--- src/rtl/ivl_pkg.sv ---
package ivl_pkg;
  localparam int SEL_W = 2;

  typedef struct packed {
    logic             en;
    logic             oneshot;
    logic [SEL_W-1:0] sel;
  } ivl_ctl_t;
endpackage

--- src/rtl/ivl_cfg_sync.sv ---
module ivl_cfg_sync #(
  parameter int CTL_W = 4,
  parameter int VAL_W = 8
) (
  input  logic             clk,
  input  logic             rst_n,
  input  logic             slow_tick,
  input  logic             ctl_wr,
  input  logic [CTL_W-1:0] ctl_d,
  input  logic             val_wr,
  input  logic [VAL_W-1:0] val_d,
  output logic [CTL_W-1:0] ctl_q,
  output logic [VAL_W-1:0] val_q,
  output logic             ctl_land
);
  logic [CTL_W-1:0] ctl_sh, ctl_st;
  logic [VAL_W-1:0] val_sh, val_st;
  logic             sh_new, st_new;

  assign ctl_land = slow_tick && st_new;

  always_ff @(posedge clk) begin
    if (!rst_n) begin
      ctl_sh <= '0;
      ctl_st <= '0;
      ctl_q  <= '0;
      val_sh <= '0;
      val_st <= '0;
      val_q  <= '0;
      sh_new <= 1'b0;
      st_new <= 1'b0;
    end else begin
      if (ctl_wr) ctl_sh <= ctl_d;
      if (val_wr) val_sh <= val_d;
      if (ctl_wr)         sh_new <= 1'b1;
      else if (slow_tick) sh_new <= 1'b0;
      if (slow_tick) begin
        ctl_st <= ctl_sh;
        val_st <= val_sh;
        st_new <= sh_new;
        ctl_q  <= ctl_st;
        val_q  <= val_st;
      end
    end
  end
endmodule

--- src/rtl/ivl_tick_mux.sv ---
module ivl_tick_mux #(
  parameter int SEL_W = 2,
  localparam int NBASE = 1 << SEL_W
) (
  input  logic [NBASE-1:0] ticks,
  input  logic [SEL_W-1:0] sel,
  output logic             tick
);
  assign tick = ticks[sel];
endmodule

--- src/rtl/ivl_counter.sv ---
module ivl_counter #(
  parameter int CNT_W = 8
) (
  input  logic             clk,
  input  logic             rst_n,
  input  logic             en,
  input  logic             oneshot,
  input  logic             tick,
  input  logic             land,
  input  logic [CNT_W-1:0] intv,
  output logic [CNT_W-1:0] cnt,
  output logic             hold,
  output logic             hit
);
  function automatic logic [CNT_W-1:0] cnt_step(input logic [CNT_W-1:0] c);
    return c + 1'b1;
  endfunction

  function automatic logic is_match(input logic [CNT_W-1:0] nxt,
                                    input logic [CNT_W-1:0] limit);
    return nxt == limit;
  endfunction

  logic [CNT_W-1:0] nxt;
  logic             advance;

  assign nxt     = cnt_step(cnt);
  assign advance = en && !land && !hold && tick;
  assign hit     = advance && is_match(nxt, intv);

  always_ff @(posedge clk) begin
    if (!rst_n) begin
      cnt  <= '0;
      hold <= 1'b0;
    end else if (!en || land) begin
      cnt  <= '0;
      hold <= 1'b0;
    end else if (hold) begin
      cnt  <= '0;
    end else if (tick) begin
      if (hit) begin
        cnt  <= '0;
        hold <= oneshot;
      end else begin
        cnt  <= nxt;
      end
    end
  end
endmodule

--- src/rtl/ivl_alarm_timer.sv ---
module ivl_alarm_timer #(
  parameter int CNT_W = 8
) (
  input  logic                     clk,
  input  logic                     rst_n,
  input  logic [3:0]               base_tick,
  input  logic                     slow_tick,
  input  logic                     ctl_wr,
  input  logic                     ctl_en,
  input  logic                     ctl_oneshot,
  input  logic [ivl_pkg::SEL_W-1:0] ctl_sel,
  input  logic                     intv_wr,
  input  logic [CNT_W-1:0]         intv_val,
  input  logic                     flag_clr,
  output logic [CNT_W-1:0]         cnt_val,
  output logic                     alarm_evt,
  output logic                     alarm_flag
);
  import ivl_pkg::*;
  localparam int CTL_W = $bits(ivl_ctl_t);

  ivl_ctl_t         ctl_wdata, ctl_act;
  logic [CTL_W-1:0] ctl_act_vec;
  logic [CNT_W-1:0] intv_act;
  logic             cfg_land;
  logic             sel_tick;
  logic             hold_q;
  logic             alarm_hit;
  logic             en_act;

  assign ctl_wdata = '{en: ctl_en, oneshot: ctl_oneshot, sel: ctl_sel};
  assign ctl_act   = ivl_ctl_t'(ctl_act_vec);
  assign en_act    = ctl_act.en;

  ivl_cfg_sync #(.CTL_W(CTL_W), .VAL_W(CNT_W)) u_sync (
    .clk      (clk),
    .rst_n    (rst_n),
    .slow_tick(slow_tick),
    .ctl_wr   (ctl_wr),
    .ctl_d    (ctl_wdata),
    .val_wr   (intv_wr),
    .val_d    (intv_val),
    .ctl_q    (ctl_act_vec),
    .val_q    (intv_act),
    .ctl_land (cfg_land)
  );

  ivl_tick_mux #(.SEL_W(SEL_W)) u_mux (
    .ticks(base_tick),
    .sel  (ctl_act.sel),
    .tick (sel_tick)
  );

  ivl_counter #(.CNT_W(CNT_W)) u_cnt (
    .clk    (clk),
    .rst_n  (rst_n),
    .en     (en_act),
    .oneshot(ctl_act.oneshot),
    .tick   (sel_tick),
    .land   (cfg_land),
    .intv   (intv_act),
    .cnt    (cnt_val),
    .hold   (hold_q),
    .hit    (alarm_hit)
  );

  always_ff @(posedge clk) begin
    if (!rst_n) begin
      alarm_evt  <= 1'b0;
      alarm_flag <= 1'b0;
    end else begin
      alarm_evt <= alarm_hit;
      if (alarm_hit)     alarm_flag <= 1'b1;
      else if (flag_clr) alarm_flag <= 1'b0;
    end
  end
endmodule

--- config.mk ---
export PLATFORM = sky130hd
export DESIGN_NAME = ivl_alarm_timer
export DESIGN_NICKNAME = d
export VERILOG_FILES = /design/src/rtl/ivl_pkg.sv /design/src/rtl/ivl_cfg_sync.sv /design/src/rtl/ivl_tick_mux.sv /design/src/rtl/ivl_counter.sv /design/src/rtl/ivl_alarm_timer.sv
export SDC_FILE = /design/constraint.sdc
export NUM_CORES = 1
export LEC_CHECK = 0
export BUFFER_PORTS_ARGS = -buffer_cell sky130_fd_sc_hd__clkbuf_2
export CELL_PAD_IN_SITES_DETAIL_PLACEMENT = 0
export CELL_PAD_IN_SITES_GLOBAL_PLACEMENT = 1
export CORE_UTILIZATION = 39
export CTS_BUF_LIST = sky130_fd_sc_hd__clkbuf_16
export CTS_CLUSTER_DIAMETER = 100
export DETAILED_ROUTE_END_ITERATION = 16
export PLACE_DENSITY_LB_ADDON = 0.1
export REMOVE_ABC_BUFFERS = 1
export SLEW_MARGIN = 20
export SYNTH_ARGS = -nofsm -noshare
export SYNTH_HDL_FRONTEND = slang
export SYNTH_SLANG_ARGS = --single-unit
--- constraint.sdc ---
create_clock -name clk -period 1.9 [get_ports clk]
set_clock_uncertainty 0.05 [all_clocks]
set_input_delay 0.285 -clock clk [delete_from_list [all_inputs] [get_ports clk]]
set_output_delay 0.285 -clock clk [all_outputs]
set_load 0.02 [all_outputs]
# Yosys cells after proc, flatten, opt, wreduce, memory -nomap -nowiden
# Index checks and enable logic that the tools add are counted.
dict set report word_totals {
  regBits 49
  latchBits 0
  ramBits 0
  mem_bits_ro 0
  inputBits 22
  out_inout_bits 10
  elab_cells 39
  mem_count 0
}
dict set report op_classes {
  addsub 1
  n_mul 0
  div_mod_pow 0
  magnitude_cmp 1
  eq_ne 1
  shifts 0
  mux 10
  bitwise 1
  reduce_logical 13
}
# operator n
set ops {}
lappend ops {{adder 8 x 1 -> 8 bit, second input constant} 1}
lappend ops {{equality test 8 bit} 1}
lappend ops {{2-to-1 mux 1 bit} 8}
lappend ops {{2-to-1 mux 8 bit} 1}
lappend ops {{logical AND 1 bit} 5}
lappend ops {{nonzero test 2 bit} 2}
lappend ops {{logical NOT 1 bit} 3}
lappend ops {{less-than comparator 2 x 3 -> 1 bit, second input constant} 1}
lappend ops {{OR reduction 3 bit} 1}
lappend ops {{binary-select mux 1 bit (select 2 bit)} 1}
lappend ops {{OR reduction 2 bit} 1}
lappend ops {{logical OR 1 bit} 1}
lappend ops {{inverter 1 bit} 1}

# Logic depth before layout (Yosys ltp)
dict set report logic_depth {
  depth_word 9
  ltp_mapped 6
  ltp_nobuf 6
}

# By module
# From an unflattened synthesis, not the netlist that was laid out.
dict set report hier_totals {
  hier_cells 211
  hier_area_um2 2288.4
}
# module n_inst cells_per_inst area_each_um2 seq_area_each_um2
set by_module_without_submodules {}
lappend by_module_without_submodules {ivl_cfg_sync 1 124 1468.9 760.7}
lappend by_module_without_submodules {ivl_counter 1 81 729.4 180.2}
lappend by_module_without_submodules {ivl_alarm_timer 1 5 67.6 40.0}
lappend by_module_without_submodules {ivl_tick_mux 1 1 22.5 0.0}

# Worst setup path after synthesis
# OpenSTA, ideal clock, no wires.
dict set report synth_path {
  path_kind {reg-to-reg}
  startpoint {register u_cnt.cnt[0]}
  endpoint {register u_cnt.cnt[1]}
  setup_ns 0.133
  t_arrival_ns 2.114
  slack_ns -0.397
  stages_incl_launch_ff 7
  n_path_buf 0
  path_cell_list {dfxtp_1 -> ha_1 -> xnor2_1 -> nand3_1 -> or4b_4 -> nor4_4 -> o31ai_1}
}
dict set report synth_via {
  elab_chain_len 4
}
# item line_no
set synth_rtl {}
lappend synth_rtl {{start: declaration} ivl_counter.sv:11} ;# output logic [CNT_W-1:0] cnt,
lappend synth_rtl {{start signal: assignment} ivl_counter.sv:45} ;# cnt <= nxt;
lappend synth_rtl {{adder 8 x 1 -> 8 bit *} ivl_counter.sv:16} ;# return c + 1'b1;
lappend synth_rtl {{equality test 8 bit} ivl_counter.sv:21} ;# return nxt == limit;
lappend synth_rtl {{logical AND 1 bit} ivl_counter.sv:29} ;# assign hit = advance && is_match(nxt, intv);
lappend synth_rtl {{2-to-1 mux 8 bit *} ivl_counter.sv:41} ;# if (hit) begin
# Mark *: on every way between the ends. The rest lies on a longest branch, timed or not.
# A chain may end at the register's enable or synchronous reset.

# Final worst setup path
dict set report layout_path {
  startpoint {register u_cnt.cnt[0]}
  endpoint {register alarm_evt}
}
dict set report layout_via {
  elab_chain_len 3
}
# item line_no
set layout_rtl {}
lappend layout_rtl {{adder 8 x 1 -> 8 bit} ivl_counter.sv:16}
lappend layout_rtl {{equality test 8 bit} ivl_counter.sv:21}
lappend layout_rtl {{logical AND 1 bit} ivl_counter.sv:29}
lappend layout_rtl {{end signal: assignment} ivl_alarm_timer.sv:72} ;# alarm_evt <= alarm_hit;
lappend layout_rtl {{end: declaration} ivl_alarm_timer.sv:16} ;# output logic alarm_evt,
# Every way passes these cells.

==> results.md <==
* Count of non-filler cells in the finished layout at roughly 320
* Worst skew pair latency at between 200 and 300 ps
* Netlist area before placement at around 0.0021 mm2
* Final layout net count at 268
* Flop pwr share at 0.493
* Maximum clock frequency at 491 MHz
* Net switching share of the total power at 0.200
* Maximum level of the CTS H-tree at 2
* Filler cell count in the final layout at 514
* Wire length per cell at roughly 14 um
* Class of the tightest hold or removal check: input pin to register
* Global-route wire length before repair at between 6 and 7 mm
* Type of the setup path with the least slack: register to register
* Worst Tran Pin Value at 504 ps
* Violations in the final reports: negative setup slack
* Initial antenna violation count at 0
* DRC violation count after routing at 0
* Area Growth Syn to Fin at 27.1%
* Overall routing resource usage at 0.169
* Register cell area after layout at a little under 0.001 mm2
* Grt total ovfl at 0
* Number of top-level design ports at 32
* PwrDens at 821 mW/mm2
* Clock group share of total power at 0.441
* Floorplan core area at around 0.0051 mm2
* Flop-to-flop setup slack at -140 ps
* Slowest-stage cell, CP: sky130_fd_sc_hd__or4b_4
* Critical Path AT at 2220 ps
* # rows at 26
* CP Buf/Inv Count at 1
* Leading cell type in the layout, fill and taps excluded: sky130_fd_sc_hd__dfxtp_1
* Clock sink count at 49
* Kind of cell adding the most delay to the critical path: simple AND/OR/NAND/NOR gates
* Seq/Total Area, Yosys at 0.469
* Unique masters post-synth at 29
* Chip width at 75.2 um
* Minimum period implied by the final worst setup slack at 2040 ps
* Final setup vio count at 11
* Maximum capacitance violations at 0
* Final TNS setup at -1170 ps
* Root Buffer: sky130_fd_sc_hd__clkbuf_16
* Internal power at between 1.5 and 2 mW
* Top Layer Used: met4
* Cell-by-cell listing of the critical path: ha_4, xnor2_2, nand3_1, or4b_4, nor4_4, buf_4, and2_1
* Crit share post-route at 1.07
* Setup crit start: u_cnt.cnt[0]
* Vias/cell at 4.75
* Port bufs at 31
* Initial core utilization at 0.407
* Largest net degree at the start of global routing at 27
* Fraction of final layout cells sized beyond drive strength 1 at 0.280
* Number of search-and-repair iterations in the first detailed-routing pass at 4
* Area occupied by multi-input gates at between 0.001 and 0.0015 mm2
* Mean instance size in the synthesized netlist at roughly 11 um2
* CP Max Fanout at 6
* Wire length on met3 at approximately 170 um
* Met2 layer wire length in the routed design at 2.18 mm
* Clk slew on worst S/H paths at 60 ps
* Result of the run: finished with violations
* Most frequent cells in the layout: sky130_fd_sc_hd__dfxtp_1 (47), sky130_fd_sc_hd__nor2b_1 (39), sky130_fd_sc_hd__mux2i_1 (37), sky130_fd_sc_hd__clkbuf_2 (31), sky130_fd_sc_hd__buf_4 (19)
* Hold buffer count at cts at 0
* #FFs+latches synth at 49
* Synthesis Warnings at 0
* CTS Buf Count at 5
* Logic pwr share at 0.066
* Buffer levels on the longest clock path at 2
* Leakage Power at approximately 1.1 nW
* Post-synthesis instance total at 198
* 1st-iter DRT viols at 41
* Worst slew slack as a fraction of its limit at 0.662
* Number of pins with negative max-slew slack in the final report at 0
* Final worst setup slack at -135 ps
* Clock tree from TritonCTS: yes
* Number of global-route vias before repair at 1467
* CP peak stage delay at 550 ps
* Setup repair after global routing missed its margin: true
* DIE AREA at 0.00565 mm2
* DR vias at 1501
* Final HPWL from detailed placement at roughly 3.2 mm
* GPL Wtd Cong at slightly above 0.8
* Crit path depth at 7
* Start point of the worst min-delay path: ctl_oneshot
* Final Power at 2.18 mW
* Cell total after placement at 305
* Met1 layer wirelength in the final routing at 1.90 mm
* Worst Setup End Kind: register
* Final hold violation count at 0
* Last element of the critical path: alarm_evt
* Final antenna-violating net count at 0
* Endpoint of the worst register-to-register path: alarm_evt
* Final antenna diode count at 0
* Wire length after detailed routing at 4.31 mm
* Net Sw Power at 0.437 mW
* Required time of the worst setup path at 2080 ps
* Vertical extent of the die at 75.2 um
* Peak VDD IR at 414 uV
* Sort of element at the start of the critical path: register
* Worst reg2reg path startpoint: u_cnt.cnt[0]
* Worst R2R Path Depth at 7
==> sequential cells by signal, summed over array words and instances, names as in the netlist <==
name / count
u_sync.ctl_st: 4
u_cnt.cnt: 8
u_sync.st_new: 1
alarm_flag: 1
u_sync.ctl_sh: 4
alarm_evt: 1
u_sync.ctl_q: 4
u_sync.val_st: 8
u_sync.sh_new: 1
u_cnt.hold: 1
u_sync.val_sh: 8
u_sync.val_q: 8
==> worst min-delay path by stage <==
stage / end / slack (ps) / cells past startpoint
floorplan: alarm_flag / 350 / 1
global placement: u_sync.ctl_q[3] / 440 / 2
detailed placement: u_sync.val_st[2] / 460 / 2
CTS: u_sync.val_sh[5] / 210 / 3
global route: u_sync.ctl_sh[2] / 220 / 3
finish: u_sync.ctl_sh[2] / 210 / 3
==> synth_stat cells <==
cell,number,area share
sky130_fd_sc_hd__buf_1,2,0.0036
sky130_fd_sc_hd__nor3_1,7,0.017
sky130_fd_sc_hd__xnor2_1,12,0.050
sky130_fd_sc_hd__xor2_1,7,0.029
sky130_fd_sc_hd__buf_2,1,0.0024
sky130_fd_sc_hd__o21a_1,2,0.0072
sky130_fd_sc_hd__clkbuf_1,7,0.013
sky130_fd_sc_hd__nand3_1,4,0.0096
sky130_fd_sc_hd__nor4_1,1,0.0030
sky130_fd_sc_hd__nand3b_1,1,0.0036
sky130_fd_sc_hd__or3_1,2,0.0060
sky130_fd_sc_hd__and2_1,1,0.0030
sky130_fd_sc_hd__and3_1,1,0.0030
sky130_fd_sc_hd__o31ai_1,2,0.0072
sky130_fd_sc_hd__mux2i_1,37,0.18
sky130_fd_sc_hd__nand4b_1,1,0.0042
sky130_fd_sc_hd__inv_1,2,0.0036
sky130_fd_sc_hd__mux4_2,1,0.011
sky130_fd_sc_hd__a21boi_2,1,0.0054
sky130_fd_sc_hd__nand4_1,1,0.0030
sky130_fd_sc_hd__nand2_1,7,0.013
sky130_fd_sc_hd__dfxtp_1,49,0.47
sky130_fd_sc_hd__nor2_1,4,0.0072
sky130_fd_sc_hd__a32o_1,1,0.0048
sky130_fd_sc_hd__ha_1,1,0.0060
sky130_fd_sc_hd__o21ai_0,2,0.0048
sky130_fd_sc_hd__nor2b_1,39,0.12
sky130_fd_sc_hd__or4b_4,1,0.0066
sky130_fd_sc_hd__nor4_4,1,0.010
==> metrics by stage <==
step	hold WS, ps	area [um2]	util	worst slack, ps
global placement	441	2410	0.470	-205
CTS	208	2620	0.510	-120
global route	225	2660	0.517	-196
floorplan	353	2050	-	-397
detailed placement	458	2410	0.470	-344
finish	208	2660	0.517	-135
==> final cells by class <==
type	count	share of cell area
clock inverters	3	0.0141
repair buffers	50	0.112
flip-flops and latches	49	0.370
multi-input cells	137	0.421
well taps	70	0.0330
inverters	2	0.00283
clock buffers	5	0.0471
==> power by group through the flow <==
stage               clock (mW)  sequential (mW)  combinational, mW
floorplan                    0             1.09             0.0750
global placement             0             1.10              0.138
detailed placement           0             1.10              0.144
CTS                      0.994             1.08              0.146
global route              1.03             1.08              0.159
finish                   0.963             1.07              0.144
==> routing by layer <==
layer | global-route usage | up-vias
met5 | 0 | -
met4 | 0.0679 | 0
met2 | 0.292 | 28
li1 | - | 763
met3 | 0.0482 | 5
met1 | 0.198 | 705
==> timing repair <==
| action | 4_1_cts | 5_1_grt |
|---|---|---|
| resized for setup | 9 | 2 |
| pin swaps | 6 | 2 |
| setup endpoints to repair | 11 | 11 |
| cloned | 0 | 0 |
| buffers inserted | 0 | 3 |
==> cell families after synthesis <==
group | after synthesis | share of synthesized area
AO/OA/AOI/OAI | 8 | 0.0293
flip-flops | 49 | 0.469
XOR/XNOR | 19 | 0.0796
buffers and inverters | 12 | 0.0222
multiplexers | 38 | 0.188
AND/OR/NAND/NOR | 71 | 0.205
adder cells (fa/ha/maj) | 1 | 0.00599
==> worst min-delay path: cells and delay by family <==
family                 cells  cell delay (ps)
buffers and inverters      1               80
and+or+nand+nor            1               90
muxes                      1               60
No activity file was read; power rests on OpenSTA's default activity.
